File: src/rtl/arb_pkg.sv
package arb_pkg;
  typedef enum logic [1:0] {
    ST_IDLE  = 2'd0,
    ST_GRANT = 2'd1,
    ST_HOLD  = 2'd2
  } arb_state_t;
endpackage

File: src/rtl/arb_level_pick.sv
module arb_level_pick #(
  parameter int NUM_LEVELS = 4,
  parameter int BASE_LEVEL = 4,
  parameter int PRI_W      = 3
) (
  input  logic [NUM_LEVELS-1:0] req,
  input  logic                  dma_req,
  input  logic [PRI_W-1:0]      cpu_pri,
  output logic [NUM_LEVELS-1:0] pick_lvl,
  output logic                  pick_dma,
  output logic                  pick_any
);
  logic [NUM_LEVELS-1:0] elig;

  // each level is eligible only above the processor priority
  for (genvar g = 0; g < NUM_LEVELS; g++) begin : g_elig
    localparam int LVL_NUM = BASE_LEVEL + g;
    assign elig[g] = req[g] && (LVL_NUM > int'(cpu_pri));
  end

  // later (higher) index overrides: highest eligible level wins
  always_comb begin
    pick_lvl = '0;
    for (int i = 0; i < NUM_LEVELS; i++) begin
      if (elig[i]) begin
        pick_lvl    = '0;
        pick_lvl[i] = 1'b1;
      end
    end
    if (dma_req) pick_lvl = '0;
  end

  assign pick_dma = dma_req;
  assign pick_any = dma_req || (|elig);

  always_comb begin
    // the picked grant is a single line
    a_r4_pick_single: assert ($onehot0({pick_dma, pick_lvl}));
  end
endmodule

File: src/rtl/arb_grant_fsm.sv
module arb_grant_fsm
  import arb_pkg::*;
#(
  parameter int NUM_LEVELS = 4
) (
  input  logic                  clk,
  input  logic                  rst,
  input  logic                  bus_init,
  input  logic [NUM_LEVELS-1:0] req,
  input  logic                  dma_req,
  input  logic [NUM_LEVELS-1:0] pick_lvl,
  input  logic                  pick_dma,
  input  logic                  pick_any,
  input  logic                  sel_ack,
  input  logic                  bus_busy,
  output logic [NUM_LEVELS-1:0] gnt_lvl,
  output logic                  gnt_dma,
  output logic                  nxt_wait
);
  arb_state_t state, state_n;
  logic [NUM_LEVELS-1:0] gnt_lvl_n;
  logic                  gnt_dma_n;
  logic                  still_req;

  assign still_req = (|(gnt_lvl & req)) || (gnt_dma && dma_req);

  always_comb begin
    state_n   = state;
    gnt_lvl_n = gnt_lvl;
    gnt_dma_n = gnt_dma;
    unique case (state)
      ST_IDLE: begin
        if (pick_any && !sel_ack) begin
          state_n   = ST_GRANT;
          gnt_lvl_n = pick_lvl;
          gnt_dma_n = pick_dma;
        end
      end
      ST_GRANT: begin
        if (sel_ack) begin
          state_n   = ST_HOLD;
          gnt_lvl_n = '0;
          gnt_dma_n = 1'b0;
        end else if (!still_req) begin
          state_n   = ST_IDLE;
          gnt_lvl_n = '0;
          gnt_dma_n = 1'b0;
        end
      end
      ST_HOLD: begin
        if (!sel_ack) state_n = ST_IDLE;
      end
      default: begin
        state_n   = ST_IDLE;
        gnt_lvl_n = '0;
        gnt_dma_n = 1'b0;
      end
    endcase
  end

  always_ff @(posedge clk) begin
    if (rst || bus_init) begin
      state    <= ST_IDLE;
      gnt_lvl  <= '0;
      gnt_dma  <= 1'b0;
      nxt_wait <= 1'b0;
    end else begin
      state    <= state_n;
      gnt_lvl  <= gnt_lvl_n;
      gnt_dma  <= gnt_dma_n;
      nxt_wait <= (state_n == ST_HOLD) && bus_busy;
    end
  end

  // acknowledge removes the grant on the next clock
  a_r5_drop_on_ack: assert property (@(posedge clk) disable iff (rst || bus_init)
    ((|{gnt_dma, gnt_lvl}) && sel_ack) |=> !(|{gnt_dma, gnt_lvl}));

  // a grant never rises after a cycle with acknowledge high
  a_r6_no_grant_in_ack: assert property (@(posedge clk) disable iff (rst || bus_init)
    $rose(|{gnt_dma, gnt_lvl}) |-> !$past(sel_ack));

  // withdrawn request loses its grant
  a_r8_withdraw: assert property (@(posedge clk) disable iff (rst || bus_init)
    ((|{gnt_dma, gnt_lvl}) && !sel_ack && !(|({dma_req, req} & {gnt_dma, gnt_lvl})))
      |=> !(|{gnt_dma, gnt_lvl}));

  // waiting flag only after an acknowledge
  a_r10_wait_needs_ack: assert property (@(posedge clk) disable iff (rst || bus_init)
    $rose(nxt_wait) |-> $past(sel_ack) && $past(bus_busy));
endmodule

File: src/rtl/bus_grant_arbiter.sv
module bus_grant_arbiter #(
  parameter int NUM_LEVELS = 4,
  parameter int BASE_LEVEL = 4,
  parameter int PRI_W      = 3
) (
  input  logic                  clk,
  input  logic                  rst,
  input  logic                  bus_init,
  input  logic [NUM_LEVELS-1:0] lvl_req,
  input  logic                  dma_req,
  input  logic [PRI_W-1:0]      cpu_pri,
  input  logic                  sel_ack,
  input  logic                  bus_busy,
  output logic [NUM_LEVELS-1:0] lvl_gnt,
  output logic                  dma_gnt,
  output logic                  next_wait
);
  logic [NUM_LEVELS-1:0] pick_lvl;
  logic                  pick_dma;
  logic                  pick_any;

  arb_level_pick #(
    .NUM_LEVELS(NUM_LEVELS),
    .BASE_LEVEL(BASE_LEVEL),
    .PRI_W     (PRI_W)
  ) u_pick (
    .req     (lvl_req),
    .dma_req (dma_req),
    .cpu_pri (cpu_pri),
    .pick_lvl(pick_lvl),
    .pick_dma(pick_dma),
    .pick_any(pick_any)
  );

  arb_grant_fsm #(
    .NUM_LEVELS(NUM_LEVELS)
  ) u_fsm (
    .clk     (clk),
    .rst     (rst),
    .bus_init(bus_init),
    .req     (lvl_req),
    .dma_req (dma_req),
    .pick_lvl(pick_lvl),
    .pick_dma(pick_dma),
    .pick_any(pick_any),
    .sel_ack (sel_ack),
    .bus_busy(bus_busy),
    .gnt_lvl (lvl_gnt),
    .gnt_dma (dma_gnt),
    .nxt_wait(next_wait)
  );

  // one grant at a time
  a_r4_one_grant: assert property (@(posedge clk) disable iff (rst)
    $onehot0({dma_gnt, lvl_gnt}));

  // a level grant never rises while DMA was requesting
  a_r1_dma_first: assert property (@(posedge clk) disable iff (rst || bus_init)
    ((|lvl_gnt) && !$past(|lvl_gnt)) |-> !$past(dma_req));

  // a new level grant matches a line that was requested
  a_r2_matching_line: assert property (@(posedge clk) disable iff (rst || bus_init)
    ((|lvl_gnt) && !$past(|lvl_gnt)) |-> (|($past(lvl_req) & lvl_gnt)));

  // initialise clears every grant
  a_r9_init_clears: assert property (@(posedge clk) disable iff (rst)
    bus_init |=> (!(|{dma_gnt, lvl_gnt}) && !next_wait));
endmodule

File: config.mk
export PLATFORM = sky130hd
export DESIGN_NAME = bus_grant_arbiter
export DESIGN_NICKNAME = d
export VERILOG_FILES = /design/src/rtl/arb_pkg.sv /design/src/rtl/arb_level_pick.sv /design/src/rtl/arb_grant_fsm.sv /design/src/rtl/bus_grant_arbiter.sv
export SDC_FILE = /design/constraint.sdc
export NUM_CORES = 1
export LEC_CHECK = 0
export BUFFER_PORTS_ARGS = -buffer_cell sky130_fd_sc_hd__buf_2
export CORE_AREA = 2 2 39 41
export DETAILED_ROUTE_END_ITERATION = 16
export DIE_AREA = 0 0 41 43
export PLACE_DENSITY = 0.68
export SETUP_SLACK_MARGIN = 0.1
export SLEW_MARGIN = 15
export SYNTH_ARGS = -nofsm -noshare
export SYNTH_HDL_FRONTEND = slang
export SYNTH_SLANG_ARGS = --single-unit
export TNS_END_PERCENT = 30
File: constraint.sdc
create_clock -name clk -period 1.49 [get_ports clk]
set_input_delay 0.149 -clock clk [delete_from_list [all_inputs] [get_ports clk]]
set_output_delay 0.149 -clock clk [all_outputs]
set_load 0.05 [all_outputs]
**Word level (Yosys, flattened, before mapping)**

Index checks and enable logic that the tools add are counted.

- Word-level logic and storage cells: 48
- Bits in registers: 8
- Input bits: 13
- Output and inout port bits: 6

- Order comparisons: 4
- Equality and inequality tests: 5
- Mux-type cells: 18
- Bitwise gates (word level): 2
- Reductions and logical operators: 15

Operator list:

| cell | number |
|---|---|
| $mux W4 | 5 |
| $gt A3 B3 Y1 const A | 4 |
| $pmux W4 S3 | 1 |
| $mux W2 | 5 |
| $reduce_or A4 Y1 | 2 |
| $logic_and A1 B1 Y1 | 7 |
| $pmux W2 S3 | 1 |
| $and A4 B4 Y4 | 1 |
| $eq A2 B2 Y1 const B | 2 |
| $mux W1 | 4 |
| $logic_or A1 B1 Y1 | 3 |
| $mux W3 | 1 |
| $ne A3 B3 Y1 const B | 1 |
| $pmux W1 S3 | 1 |
| $reduce_and A3 Y1 | 1 |
| $eq A2 B1 Y1 const B | 1 |
| $logic_not A2 Y1 | 1 |
| $ne A2 B1 Y1 const B | 1 |
| $logic_not A1 Y1 | 1 |
| $not A1 Y1 | 1 |

**Logic depth before layout (Yosys ltp)**

- Depth after elaboration: 9
- Mapped depth: 4
- Depth with buffers taken out: 4

**Cells and area by module**

A second synthesis with hierarchy kept.

- Cell total of the unflattened synthesis: 55
- Area total of the unflattened synthesis: 440.4 um^2

By module, submodules not included:

| module | cells an instance | sequential area each (um^2) | times used | area an instance (um^2) |
|---|---|---|---|---|
| arb_grant_fsm | 39 | 160.2 | 1 | 346.6 |
| arb_level_pick | 16 | 0.0 | 1 | 93.8 |

**Worst setup path after synthesis**

OpenSTA, ideal clock, no wires.

- Path kind: register to register
- From: register u_fsm.gnt_dma
- To: register u_fsm.gnt_lvl[1]
- Cell stages (with the launch flop): 5
- Buffers on the path: 0
- Arrival: 1.295 ns
- Path slack: 0.068 ns
- Clock period less this slack: 1.422 ns
- Required time: 1.363 ns
- Setup time: 0.127 ns
- Cell sequence: dfxtp_1 a222oi_1 nand3_1 a32oi_2 o22ai_1

- Cells in the longest elaborated chain, start to end: 4

Ends and longest elaborated chain:

| what | RTL line | RTL |
|---|---|---|
| start: declaration | arb_grant_fsm.sv:17 | `output logic gnt_dma,` |
| start signal: assignment | arb_grant_fsm.sv:70 | `gnt_dma <= gnt_dma_n;` |
| $logic_and A1 B1 Y1 | arb_grant_fsm.sv:25 | `assign still_req = (\|(gnt_lvl & req)) \|\| (gnt_dma && dma_req);` |
| $logic_or A1 B1 Y1 | arb_grant_fsm.sv:25 |  |
| $ne A3 B3 Y1 (no line) | n/a |  |
| $reduce_and A3 Y1 (no line) | n/a |  |
| end signal: assignment | arb_grant_fsm.sv:69 | `gnt_lvl <= gnt_lvl_n;` |
| end: declaration | arb_grant_fsm.sv:16 | `output logic [NUM_LEVELS-1:0] gnt_lvl,` |

No other way between the ends.
A chain may end at the register's enable or synchronous reset.

**Worst setup path in the final report**

- From: register u_fsm.gnt_dma
- To: register u_fsm.gnt_lvl[2]

Same word-level chain as after synthesis.

==> summary.md <==
| Metric | Value |
|---|---|
| CP Class | `register to register` |
| Maximum root-to-sink buffer count | `2` |
| Largest net degree at the start of global routing | `7` |
| Pre-CTS setup slack | `140 ps` |
| Global-route wire length before repair | `1.58 mm` |
| Vias in the first global route | `397` |
| Worst r2r dst | `u_fsm.gnt_lvl[2]` |
| Worst setup SP type | `register` |
| Worst Hold Depth | `2` |
| Outcome | `complete, no violations` |
| Slew @ Worst Pin | `385 ps` |
| DRC violations left | `0` |
| Syn Nets | `60` |
| Io pins | `19` |
| Endpoint class of the critical path | `register` |
| Power per cell area | `848 nW/um^2` |
| Initial drt markers | `13` |
| Area grow syn2layout | `37.4%` |
| Clock latency on the worst-skew pair | `250 ps` |
| Die Span X | `41 um` |
| Final critical-path share of the clock period | `0.920` |
| Required time of the worst setup path | `1620 ps` |
| H-tree depth | `1` |
| Worst-path clk slew | `60 ps` |
| Slew Viols, Final | `0` |
| CTS Sinks | `8` |
| # diodes | `0` |
| Fmax | `729 MHz` |
| Initial Util | `0.290` |
| Cells after Synth | `47` |
| Fin crit period | `1370 ps` |
| Die area | `1760 um^2` |
| Overall power | `0.468 mW` |
| Reg2Reg Depth | `4` |
| GPL Wtd Cong | `0.792` |
| Pre-antenna DRT Iters | `4` |
| Hold slack | `91.5 ps` |
| Final wirelength | `1.02 mm` |
| Final cell count without fillers | `86` |
| Post-DP HPWL | `753 um` |
| Hold path start | `bus_busy` |
| Hold Fails Final Rpt | `0` |
| Worst slew margin | `0.742` |
| Antenna Violating Nets Remaining | `0` |
| Synthesized flop and latch total | `8` |
| CTS Buf Count | `3` |
| RSZ-0062 raised after global routing | `true` |
| Initial antenna violation count | `0` |
| Cells after DPL | `81` |
| Max Cap Violations | `0` |
| Leakage dissipation | `0.239 nW` |
| Avg Vias per Cell | `4.92` |
| Reg-to-reg startpoint | `u_fsm.gnt_dma` |
| Sequential share of the synthesized area | `0.399` |
| Hold endpoint | `u_fsm.nxt_wait` |
| Critical Path Fanout Max | `5` |
| Setup TNS | `0 ps` |
| Worst reg-to-reg setup slack | `120 ps` |
| Setup-failing EPs final | `0` |
| Port Buffers | `18` |
| Clock root cell | `clkbuf_4` |
| GR Overflow Total | `0` |
| Placeable Area | `1380 um^2` |
| Netlist cell types | `19` |
| Share of layout cells above drive strength 1 | `0.400` |
| Syn Area/Cell | `8.55 um^2` |
| Row count | `14` |
| Nets | `85` |
| Max VDD drop | `0.000266 V` |
| Syn. warnings | `0` |
| Worst Clk Skew | `3.96 ps` |
| Routed wire per std cell | `11.8 um` |
| Post-route setup slack | `119 ps` |
| Tot GR Track Use | `0.139` |
| Synthesized cell area | `402 um^2` |
| Die H | `43 um` |
| Critical path arrival | `1500 ps` |
| Via count | `423` |
| Hold Crit Class | `primary input to register` |
| CTS tree | `yes` |
-- how the worst max path moves through the flow --
stage	slack (ps)	to	start	cells after the start
final	120	u_fsm.gnt_lvl[2]	u_fsm.gnt_dma	4
after global routing	30	u_fsm.gnt_lvl[2]	u_fsm.gnt_dma	4
after CTS	130	u_fsm.gnt_lvl[3]	u_fsm.gnt_dma	4
after detailed placement	140	u_fsm.gnt_lvl[3]	u_fsm.gnt_dma	4
after global placement	190	u_fsm.gnt_lvl[3]	u_fsm.gnt_dma	4
after floorplan	160	u_fsm.gnt_dma	u_fsm.gnt_lvl[1]	4
-- critical path, cell delays in order, from the launching register on --
cell and delay (ps):
dfxtp_2 320, a222oi_1 330, nand3_1 160, a32oi_2 320, o22ai_1 120
-- sequential cells by signal, summed over array words and instances (netlist names) --
signal          cells
u_fsm.gnt_dma       1
u_fsm.nxt_wait      1
u_fsm.gnt_lvl       4
u_fsm.state         2
-- where the power goes --
group	switching (mW)	internal [mW]	leakage (nW)
combinational	0.0474	0.0325	0.159
clock	0.0741	0.0922	0.0138
sequential	0.00379	0.218	0.0657
-- placed cells by master (no fill, tap or decap) --
cell,synthesis,routed
a21boi_0,1,1
a222oi_1,1,1
a22oi_1,1,1
a31oi_1,1,1
a32oi_2,1,1
and2_1,3,3
and3_1,1,1
buf_2,0,18
buf_4,0,2
clkbuf_4,0,3
dfxtp_1,8,6
dfxtp_2,0,2
nand2_1,9,9
nand2b_1,2,2
nand3_1,4,4
nand3b_1,1,1
nor2_1,4,4
nor4_4,1,1
o21ai_0,4,1
o21ai_1,0,3
o21ai_2,1,1
o22ai_1,2,2
xnor2_1,1,1
xor2_1,1,1
-- layer usage --
layer | up-vias | routed length (um) | part of all wire | track usage
li1 | 217 | - | - | -
met1 | 196 | 407 | 0.40 | 0.148
met2 | 8 | 546 | 0.54 | 0.213
met3 | 2 | 42 | 0.041 | 0.0314
met4 | 0 | 19 | 0.019 | 0.120
met5 | - | 0 | 0 | 0
-- cell families (layout without fill, tap and decap cells) --
kind of cell / count (synthesis) / after routing / synth area share
xor+xnor: 2 / 2 / 0.0436
buf+inv: 0 / 23 / 0
compound gates: 12 / 12 / 0.221
flops: 8 / 8 / 0.399
simple gates: 25 / 25 / 0.336
-- cells in the mapped netlist --
library cell | n | area share
o22ai_1 | 2 | 0.031
o21ai_0 | 4 | 0.050
and3_1 | 1 | 0.016
nor4_4 | 1 | 0.053
nand2_1 | 9 | 0.084
a222oi_1 | 1 | 0.025
dfxtp_1 | 8 | 0.40
xnor2_1 | 1 | 0.022
nand3b_1 | 1 | 0.019
o21ai_2 | 1 | 0.022
and2_1 | 3 | 0.047
a22oi_1 | 1 | 0.019
xor2_1 | 1 | 0.022
nor2_1 | 4 | 0.037
a32oi_2 | 1 | 0.041
a21boi_0 | 1 | 0.019
nand3_1 | 4 | 0.050
nand2b_1 | 2 | 0.031
a31oi_1 | 1 | 0.016
-- metrics by stage --
step                      utilization  cell area [um^2]
final                           0.399               552
after global routing            0.399               552
after CTS                       0.388               537
after detailed placement        0.372               514
after global placement          0.372               514
after floorplan                     -               404
-- final cells by class --
type	instances	area, um^2
clock buffers	3	22.5
well taps	16	20.0
flip-flops and latches	8	163
multi-input cells	39	241
repair buffers	20	105
fillers	152	832
-- timing repair --
action / 4_1_cts / 5_1_grt
setup endpoints to repair: 0 / 5
gates resized for setup: 0 / 3
setup buffers: 0 / 2
hold buffers: 0 / 0
Note: power is estimated with default switching activity, not from simulation.
